===== src/rtl/dma_stat_pkg.sv =====
package dma_stat_pkg;

  localparam int DoneBit   = 0;
  localparam int BusyBit   = 1;
  localparam int ReqBit    = 2;
  localparam int DstErrBit = 4;
  localparam int SrcErrBit = 5;
  localparam int CfgErrBit = 6;

  typedef enum logic [1:0] {
    SZ_WORD  = 2'b00,
    SZ_BYTE  = 2'b01,
    SZ_HALF  = 2'b10,
    SZ_LINE  = 2'b11
  } xferSize_e;

  typedef struct packed {
    logic clrAll;
    logic setCfgErr;
    logic setSrcErr;
    logic setDstErr;
    logic setBusy;
    logic clrBusy;
    logic setDone;
    logic wrVector;
  } statStrobe_t;

  function automatic logic [3:0] sizeMask(input logic [1:0] code);
    case (xferSize_e'(code))
      SZ_WORD: sizeMask = 4'h3;
      SZ_BYTE: sizeMask = 4'h0;
      SZ_HALF: sizeMask = 4'h1;
      default: sizeMask = 4'hF;
    endcase
  endfunction

endpackage


===== src/rtl/dma_stat_ctrl.sv =====
module dma_stat_ctrl
  import dma_stat_pkg::*;
#(
  parameter int CNT_W = 24
) (
  input  logic             busy,
  input  logic             cfgBad,
  input  logic             startPulse,
  input  logic             rdBusErr,
  input  logic             wrBusErr,
  input  logic             beatDone,
  input  logic [CNT_W-1:0] bytesLeft,
  input  logic             regWrEn,
  input  logic             regSel,
  input  logic [7:0]       regWrData,
  output statStrobe_t      strobe
);

  logic clearReq;
  logic startOk;
  logic anyErr;
  logic finalBeat;

  always_comb begin
    clearReq  = regWrEn && !regSel && regWrData[DoneBit];
    startOk   = startPulse && !busy && !clearReq;
    anyErr    = rdBusErr || wrBusErr;
    finalBeat = busy && beatDone && (bytesLeft == '0) && !anyErr && !clearReq;

    strobe           = '0;
    strobe.clrAll    = clearReq;
    strobe.setCfgErr = startOk && cfgBad;
    strobe.setBusy   = startOk && !cfgBad;
    strobe.setSrcErr = busy && rdBusErr && !clearReq;
    strobe.setDstErr = busy && wrBusErr && !clearReq;
    strobe.setDone   = finalBeat;
    strobe.clrBusy   = busy && (anyErr || finalBeat);
    strobe.wrVector  = regWrEn && regSel;
  end

endmodule


===== src/rtl/dma_stat_dp.sv =====
module dma_stat_dp
  import dma_stat_pkg::*;
#(
  parameter int         ADDR_W    = 32,
  parameter int         CNT_W     = 24,
  parameter logic [7:0] VEC_RESET = 8'h0F
) (
  input  logic              clk,
  input  logic              rstN,
  input  statStrobe_t       strobe,
  input  logic [CNT_W-1:0]  byteCount,
  input  logic [ADDR_W-1:0] srcAddr,
  input  logic [ADDR_W-1:0] dstAddr,
  input  logic [1:0]        srcSize,
  input  logic [1:0]        dstSize,
  input  logic              grant,
  input  logic              intEnable,
  input  logic              regSel,
  input  logic [7:0]        regWrData,
  input  logic              iackStrobe,
  output logic              busy,
  output logic              cfgBad,
  output logic [7:0]        statusByte,
  output logic [7:0]        vectorQ,
  output logic [7:0]        regRdData,
  output logic [7:0]        busData,
  output logic              irq
);

  logic [3:0] srcMask;
  logic [3:0] dstMask;
  logic cfgErrQ, srcErrQ, dstErrQ, doneQ, busyQ;

  always_comb begin
    srcMask = sizeMask(srcSize);
    dstMask = sizeMask(dstSize);
    cfgBad  = ((byteCount & CNT_W'(srcMask))  != '0) ||
              ((byteCount & CNT_W'(dstMask))  != '0) ||
              ((srcAddr   & ADDR_W'(srcMask)) != '0) ||
              ((dstAddr   & ADDR_W'(dstMask)) != '0);
  end

  always_ff @(posedge clk or negedge rstN) begin
    if (!rstN) begin
      cfgErrQ <= 1'b0;
      srcErrQ <= 1'b0;
      dstErrQ <= 1'b0;
      doneQ   <= 1'b0;
      busyQ   <= 1'b0;
    end else if (strobe.clrAll) begin
      cfgErrQ <= 1'b0;
      srcErrQ <= 1'b0;
      dstErrQ <= 1'b0;
      doneQ   <= 1'b0;
      busyQ   <= 1'b0;
    end else begin
      if (strobe.setCfgErr) cfgErrQ <= 1'b1;
      if (strobe.setSrcErr) srcErrQ <= 1'b1;
      if (strobe.setDstErr) dstErrQ <= 1'b1;
      if (strobe.setDone)   doneQ   <= 1'b1;
      if (strobe.setBusy)      busyQ <= 1'b1;
      else if (strobe.clrBusy) busyQ <= 1'b0;
    end
  end

  always_ff @(posedge clk or negedge rstN) begin
    if (!rstN)                vectorQ <= VEC_RESET;
    else if (strobe.wrVector) vectorQ <= regWrData;
  end

  always_comb begin
    busy                  = busyQ;
    statusByte            = '0;
    statusByte[CfgErrBit] = cfgErrQ;
    statusByte[SrcErrBit] = srcErrQ;
    statusByte[DstErrBit] = dstErrQ;
    statusByte[ReqBit]    = busyQ && !grant;
    statusByte[BusyBit]   = busyQ;
    statusByte[DoneBit]   = doneQ;
    regRdData = regSel ? vectorQ : statusByte;
    busData   = iackStrobe ? vectorQ : 8'h00;
    irq       = intEnable && (doneQ || cfgErrQ || srcErrQ || dstErrQ);
  end

endmodule


===== src/rtl/dma_stat_tracker.sv =====
module dma_stat_tracker
  import dma_stat_pkg::*;
#(
  parameter int         ADDR_W    = 32,
  parameter int         CNT_W     = 24,
  parameter logic [7:0] VEC_RESET = 8'h0F
) (
  input  logic              clk,
  input  logic              rstN,
  input  logic              startPulse,
  input  logic [CNT_W-1:0]  byteCount,
  input  logic [ADDR_W-1:0] srcAddr,
  input  logic [ADDR_W-1:0] dstAddr,
  input  logic [1:0]        srcSize,
  input  logic [1:0]        dstSize,
  input  logic              grant,
  input  logic              rdBusErr,
  input  logic              wrBusErr,
  input  logic              beatDone,
  input  logic [CNT_W-1:0]  bytesLeft,
  input  logic              intEnable,
  input  logic              regWrEn,
  input  logic              regSel,
  input  logic [7:0]        regWrData,
  output logic [7:0]        regRdData,
  input  logic              iackStrobe,
  output logic [7:0]        busData,
  output logic              irq
);

  statStrobe_t strobe;
  logic        busy;
  logic        cfgBad;
  logic [7:0]  statusByte;
  logic [7:0]  vectorQ;

  dma_stat_ctrl #(.CNT_W(CNT_W)) u_ctrl (
    .busy       (busy),
    .cfgBad     (cfgBad),
    .startPulse (startPulse),
    .rdBusErr   (rdBusErr),
    .wrBusErr   (wrBusErr),
    .beatDone   (beatDone),
    .bytesLeft  (bytesLeft),
    .regWrEn    (regWrEn),
    .regSel     (regSel),
    .regWrData  (regWrData),
    .strobe     (strobe)
  );

  dma_stat_dp #(.ADDR_W(ADDR_W), .CNT_W(CNT_W), .VEC_RESET(VEC_RESET)) u_dp (
    .clk        (clk),
    .rstN       (rstN),
    .strobe     (strobe),
    .byteCount  (byteCount),
    .srcAddr    (srcAddr),
    .dstAddr    (dstAddr),
    .srcSize    (srcSize),
    .dstSize    (dstSize),
    .grant      (grant),
    .intEnable  (intEnable),
    .regSel     (regSel),
    .regWrData  (regWrData),
    .iackStrobe (iackStrobe),
    .busy       (busy),
    .cfgBad     (cfgBad),
    .statusByte (statusByte),
    .vectorQ    (vectorQ),
    .regRdData  (regRdData),
    .busData    (busData),
    .irq        (irq)
  );

endmodule


===== config.mk =====
export PLATFORM = sky130hd
export DESIGN_NAME = dma_stat_tracker
export DESIGN_NICKNAME = d
export VERILOG_FILES = /design/src/rtl/dma_stat_pkg.sv /design/src/rtl/dma_stat_ctrl.sv /design/src/rtl/dma_stat_dp.sv /design/src/rtl/dma_stat_tracker.sv
export SDC_FILE = /design/constraint.sdc
export NUM_CORES = 1
export LEC_CHECK = 0
export BUFFER_PORTS_ARGS = -buffer_cell sky130_fd_sc_hd__clkbuf_2
export CORE_AREA = 2 2 59 61
export CTS_BUF_LIST = sky130_fd_sc_hd__clkbuf_2 sky130_fd_sc_hd__clkbuf_4 sky130_fd_sc_hd__clkbuf_8
export CTS_CLUSTER_DIAMETER = 60
export DETAILED_ROUTE_END_ITERATION = 10
export DIE_AREA = 0 0 61 63
export PLACE_DENSITY_LB_ADDON = 0.1
export SKIP_LAST_GASP = 1
export SYNTH_ARGS = -nofsm -noshare
export SYNTH_HDL_FRONTEND = slang
export SYNTH_SLANG_ARGS = --single-unit

===== constraint.sdc =====
create_clock -name clk -period 2.25 [get_ports clk]
set_input_delay 0.675 -clock clk [delete_from_list [all_inputs] [get_ports clk]]
set_output_delay 0.675 -clock clk [all_outputs]
set_load 0.01 [all_outputs]

After elaboration in Yosys (flattened, before gate mapping)
Cells that the tools add are included. W data, S select, Z words.

Bitwise operators: 4. Reductions and logical operators: 44. Muxes and demuxes: 15. Equality and inequality tests: 4.

Operator list (count): $and A32 B4 Y32 (2); $reduce_bool A32 Y1 (2); $and A24 B4 Y24 (2); $reduce_bool A24 Y1 (2); $logic_not A24 Y1 (1); $pmux W4 S3 (2); $logic_and A1 B1 Y1 (18); $mux W8 (2); $mux W1 (11); $logic_or A1 B1 Y1 (8); $reduce_bool A2 Y1 (4); $logic_not A1 Y1 (6); $eq A2 B1 Y1 const B (2); $eq A2 B2 Y1 const B (2); $logic_not A2 Y1 (2); $reduce_bool A3 Y1 (1).

Bits in registers: 13. Word-level logic and storage cells: 73. Output and inout port bits: 17. Input bits: 135.

Depth between registers and ports, before layout
Word-level depth: 11. Gate-level depth with buffers: 6. Mapped depth without buffers: 6.

Modules after synthesis
A second synthesis with hierarchy kept.

Cells, all modules: 97. Area total of the unflattened synthesis: 962.2 um^2.

By module, submodules not included: dma_stat_dp (area each 799.5 um^2, instances 1, cells each 77, sequential area each 330.3 um^2); dma_stat_ctrl (area each 162.7 um^2, instances 1, cells each 20, sequential area each 0.0 um^2).

Least setup slack after synthesis
Ideal clock, no wire load.

Kind: input -> output. From: in regSel. To: out regRdData[2]. Stages: 3. Required time: 1575 ps. Path slack: 317 ps. Data arrival time: 1258 ps. Buffers on the path: 1. Cells stage by stage: buf_2 > nand2b_1 > o21ai_0.

Word-level cells in the longest chain between the ends: 1.

Ends and longest elaborated chain: start: declaration (line dma_stat_tracker.sv:23) `input logic regSel,`; $mux W8 (line dma_stat_dp.sv:80) `regRdData = regSel ? vectorQ : statusByte;`; end: declaration (line dma_stat_tracker.sv:25) `output logic [7:0] regRdData,`.

No other way between the ends.

Final worst setup path
From: in regSel. To: out regRdData[0].

The elaborated chain is that of the path after synthesis.

==> impl_metrics.csv <==
group,metric,value,unit
synthesis,seq_area_frac_synth,39.5,%
power,seqPwrFrac,45.7,%
global_route,gr-usage-met2,17.3,%
sta,timing.slew.headroom,76.9,%
cells_and_area,final_cell_area,1290,sq um
detailed_routing,drc_errors,0,
clock_tree,cts_root_buffer,"clkbuf_4",
sta,finalSetupViolations,0,
synthesis,synthFlopType,"dfrtp_1",
power,p_clk_share,23.9,%
synthesis,synth-edff-count,0,
synthesis,synth_seq_cells,13,
clock_tree,cts_sinks,13,
detailed_routing,drtIter0Drc,26,
detailed_routing,routed-via-count,937,
sta,drv_slew,0,
global_route,antenna_found_initial,0,
synthesis,ys_top_cells_by_area,"dfrtp_1 27%, mux2_2 16%, dfstp_2 13%, and2_1 7.5%, ha_1 6.0%",
cells_and_area,num_antenna_cells,0,
sta,fin_crit,2.07,ns
power,p_total,620,uW
clock_tree,cts_max_level,1,
global_route,grt_pass1_wl,3.34,mm
sta,fin_worst_skew,0.000306,ns
cells_and_area,nFillCells,353,
floorplanning,die_h,63,microns
global_route,top_usage_layer,"met2",
worst_hold_path,hold_path.class,"in -> async",
synthesis,syn-cell-area,836,sq um
detailed_routing,totalWireLength,2.15,mm
power,p_leak,0.686,nW
detailed_routing,ant_nets,0,
detailed_routing,wl_per_cell,10.1,microns
synthesis,async_reset_ff_share,100,%
setup_path,critPathCaptureType,"output pin",
floorplanning,ios,152,
clock_tree,clk_path_buf_depth,2,
status,run_status,"finished, final reports clean",
power,power_density,479,nW/um^2
sta,worst_slew_pin_slew,0.346,ns
power,pwr-share-comb,30.4,%
floorplanning,rows,21,
clock_tree,cts_tree,"yes",
power,p_sw,166,uW
cells_and_area,area_growth,54.8,%
setup_path,cp.arrival,1.39,ns
global_route,grt_pass1_vias,792,
clock_tree,clkLatencyLatePin,0.26,ns
synthesis,synth_top_area_share,26.9,%
sta,rsz0062_at_grt,"no",
global_route,grt_max_degree,14,
placed_design,postPlaceCellArea,1260,sq um
synthesis,yosys_warnings,0,
clock_tree,ctsHoldBuffers,0,
setup_path,crit_path_start_kind,"primary input",
setup_path,cp_max_fo,12,
clock_tree,cts_buffers,3,
synthesis,synthCells,88,
cells_and_area,nNetsFinal,306,
global_route,grt.total_usage,11.3,%
detailed_routing,dr.pass1.iters,4,
synthesis,ys_types,24,
setup_path,crit_type,"in -> out",
clock_tree,cts_setup_buffers,0,
floorplanning,die-area,3840,sq um
global_route,use_met3,2.69,%
cells_and_area,multiInputGateArea,489,sq um
sta,max_freq,483,MHz
synthesis,yosysTopAreaCell,"dfrtp_1",
power,p_sw_share,26.7,%
sta,fin_setup_tns,0,ns
setup_path,cp.required,1.57,ns
synthesis,synth_fp_nets,227,
power,ir_drop,0.141,mV
global_route,use_met1,14.8,%
floorplanning,die_x,61,microns
power,intPower,454,uW
cells_and_area,register_area,330,sq um
clock_tree,cts.clk_slew.worst_paths,0.07,ns
global_route,grt_overflow,0,
floorplanning,coreArea,3230,sq um
synthesis,synth_area_per_cell,9.50,sq um
run,maxCapViolCount,0,
placed_design,dp_hpwl,1.94,mm
placed_design,port-buffer-count,75,
detailed_routing,vias_per_cell,4.42,
placed_design,place.gp.congestion,0.683,
floorplanning,initial_core_util,25.9,%
sta,period_share,92.0,%
clock_tree,cts_resized,0,
sta,hold_violations,0,
cells_and_area,drive_above_1_share,57.8,%
[power groups by stage]
stage / Clock, mW / Combinational, mW / Sequential [mW]
after detailed placement: 0 / 0.193 / 0.289
final: 0.148 / 0.188 / 0.283
after CTS: 0.157 / 0.193 / 0.284
after floorplan: 0 / 0.0960 / 0.283
after global routing: 0.171 / 0.214 / 0.288
after global placement: 0 / 0.190 / 0.287
[path summary, 6_finish.rpt]
kind,startpoint,to,slack (ns),cells after the start
min in group clk,u_dp.vectorQ[6],u_dp.vectorQ[6],0.52,1
setup / recovery,regSel,regRdData[0],0.18,3
hold reg to reg,u_dp.vectorQ[6],u_dp.vectorQ[6],0.52,1
max in group asynchronous,rstN,u_dp.vectorQ[1],1.67,1
setup reg to reg,u_dp.busy,u_dp.busy,1.18,3
hold / removal,rstN,u_dp.vectorQ[4],0.29,1
[critical path: stages]
cell and delay, ns:
clkbuf_2 0.22, mux2_2 0.36, clkbuf_2 0.13
[cells by family after synthesis]
logic type	count (synthesis)	synth area share (%)
buf+inv	4	1.95
compound gates	13	10.0
mux	12	16.2
flops	13	39.5
fa+ha+maj	4	5.99
simple gates	42	26.3
[final cells by class]
type	instances	share of cell area (%)
Clock buffer	4	2.32
Inverter	3	0.870
Multi-Input combinational cell	71	37.8
Sequential cell	13	25.5
Tap cell	46	4.45
Timing Repair Buffer	75	29.0
[per-layer routing]
layer	wire length, microns	vias up
met1	902	396
li1	-	477
met5	0	-
met3	270	2
met2	957	62
met4	22	0
[per-stage QoR]
step	utilization [%]	hold WS, ns	setup slack (ns)	cells
6_report	40.0	0.293	0.181	212
5_1_grt	40.0	0.304	0.0971	212
4_1_cts	40.0	0.297	0.166	212
3_5_place_dp	39.1	0.512	0.165	208
3_3_place_gp	39.1	0.494	0.162	208
2_1_floorplan	-	0.379	0.317	88
[sequential cells by signal, summed over array words and instances (netlist names)]
name,cells
u_dp.vectorQ,8
u_dp.busy,1
u_dp.cfgErrQ,1
u_dp.doneQ,1
u_dp.dstErrQ,1
u_dp.srcErrQ,1
[Yosys cell counts (2+ instances only)]
library cell  count
mux2_2           12
nand2_1           9
nand2b_1          2
nand4_1           2
nor3_1            3
dfstp_2           4
a21oi_1           2
and2_1           10
nand3_1           2
ha_1              4
nor4_1            5
o21ai_0           5
nor2_1            6
dfrtp_1           9
o22ai_1           2
inv_1             3
[placed cells by master, fill, tap and decap left out]
cell type and instances:
nor3_1 3, nor2_1 6, and2_1 10, a21oi_1 2, dfrtp_1 9, inv_1 3
a21boi_0 1, o21ai_0 5, o22ai_1 2, dfstp_2 4, nand3b_1 1, o41a_1 1
nand2b_1 2, nor4_1 5, clkbuf_4 4, nand3_1 2, nand4_1 2, mux2_2 12
clkbuf_2 75, or3_1 1, o2111ai_1 1, nand2_1 9, or2_2 1, ha_1 4
a22o_1 1
No activity file was read; power rests on OpenSTA's default activity.
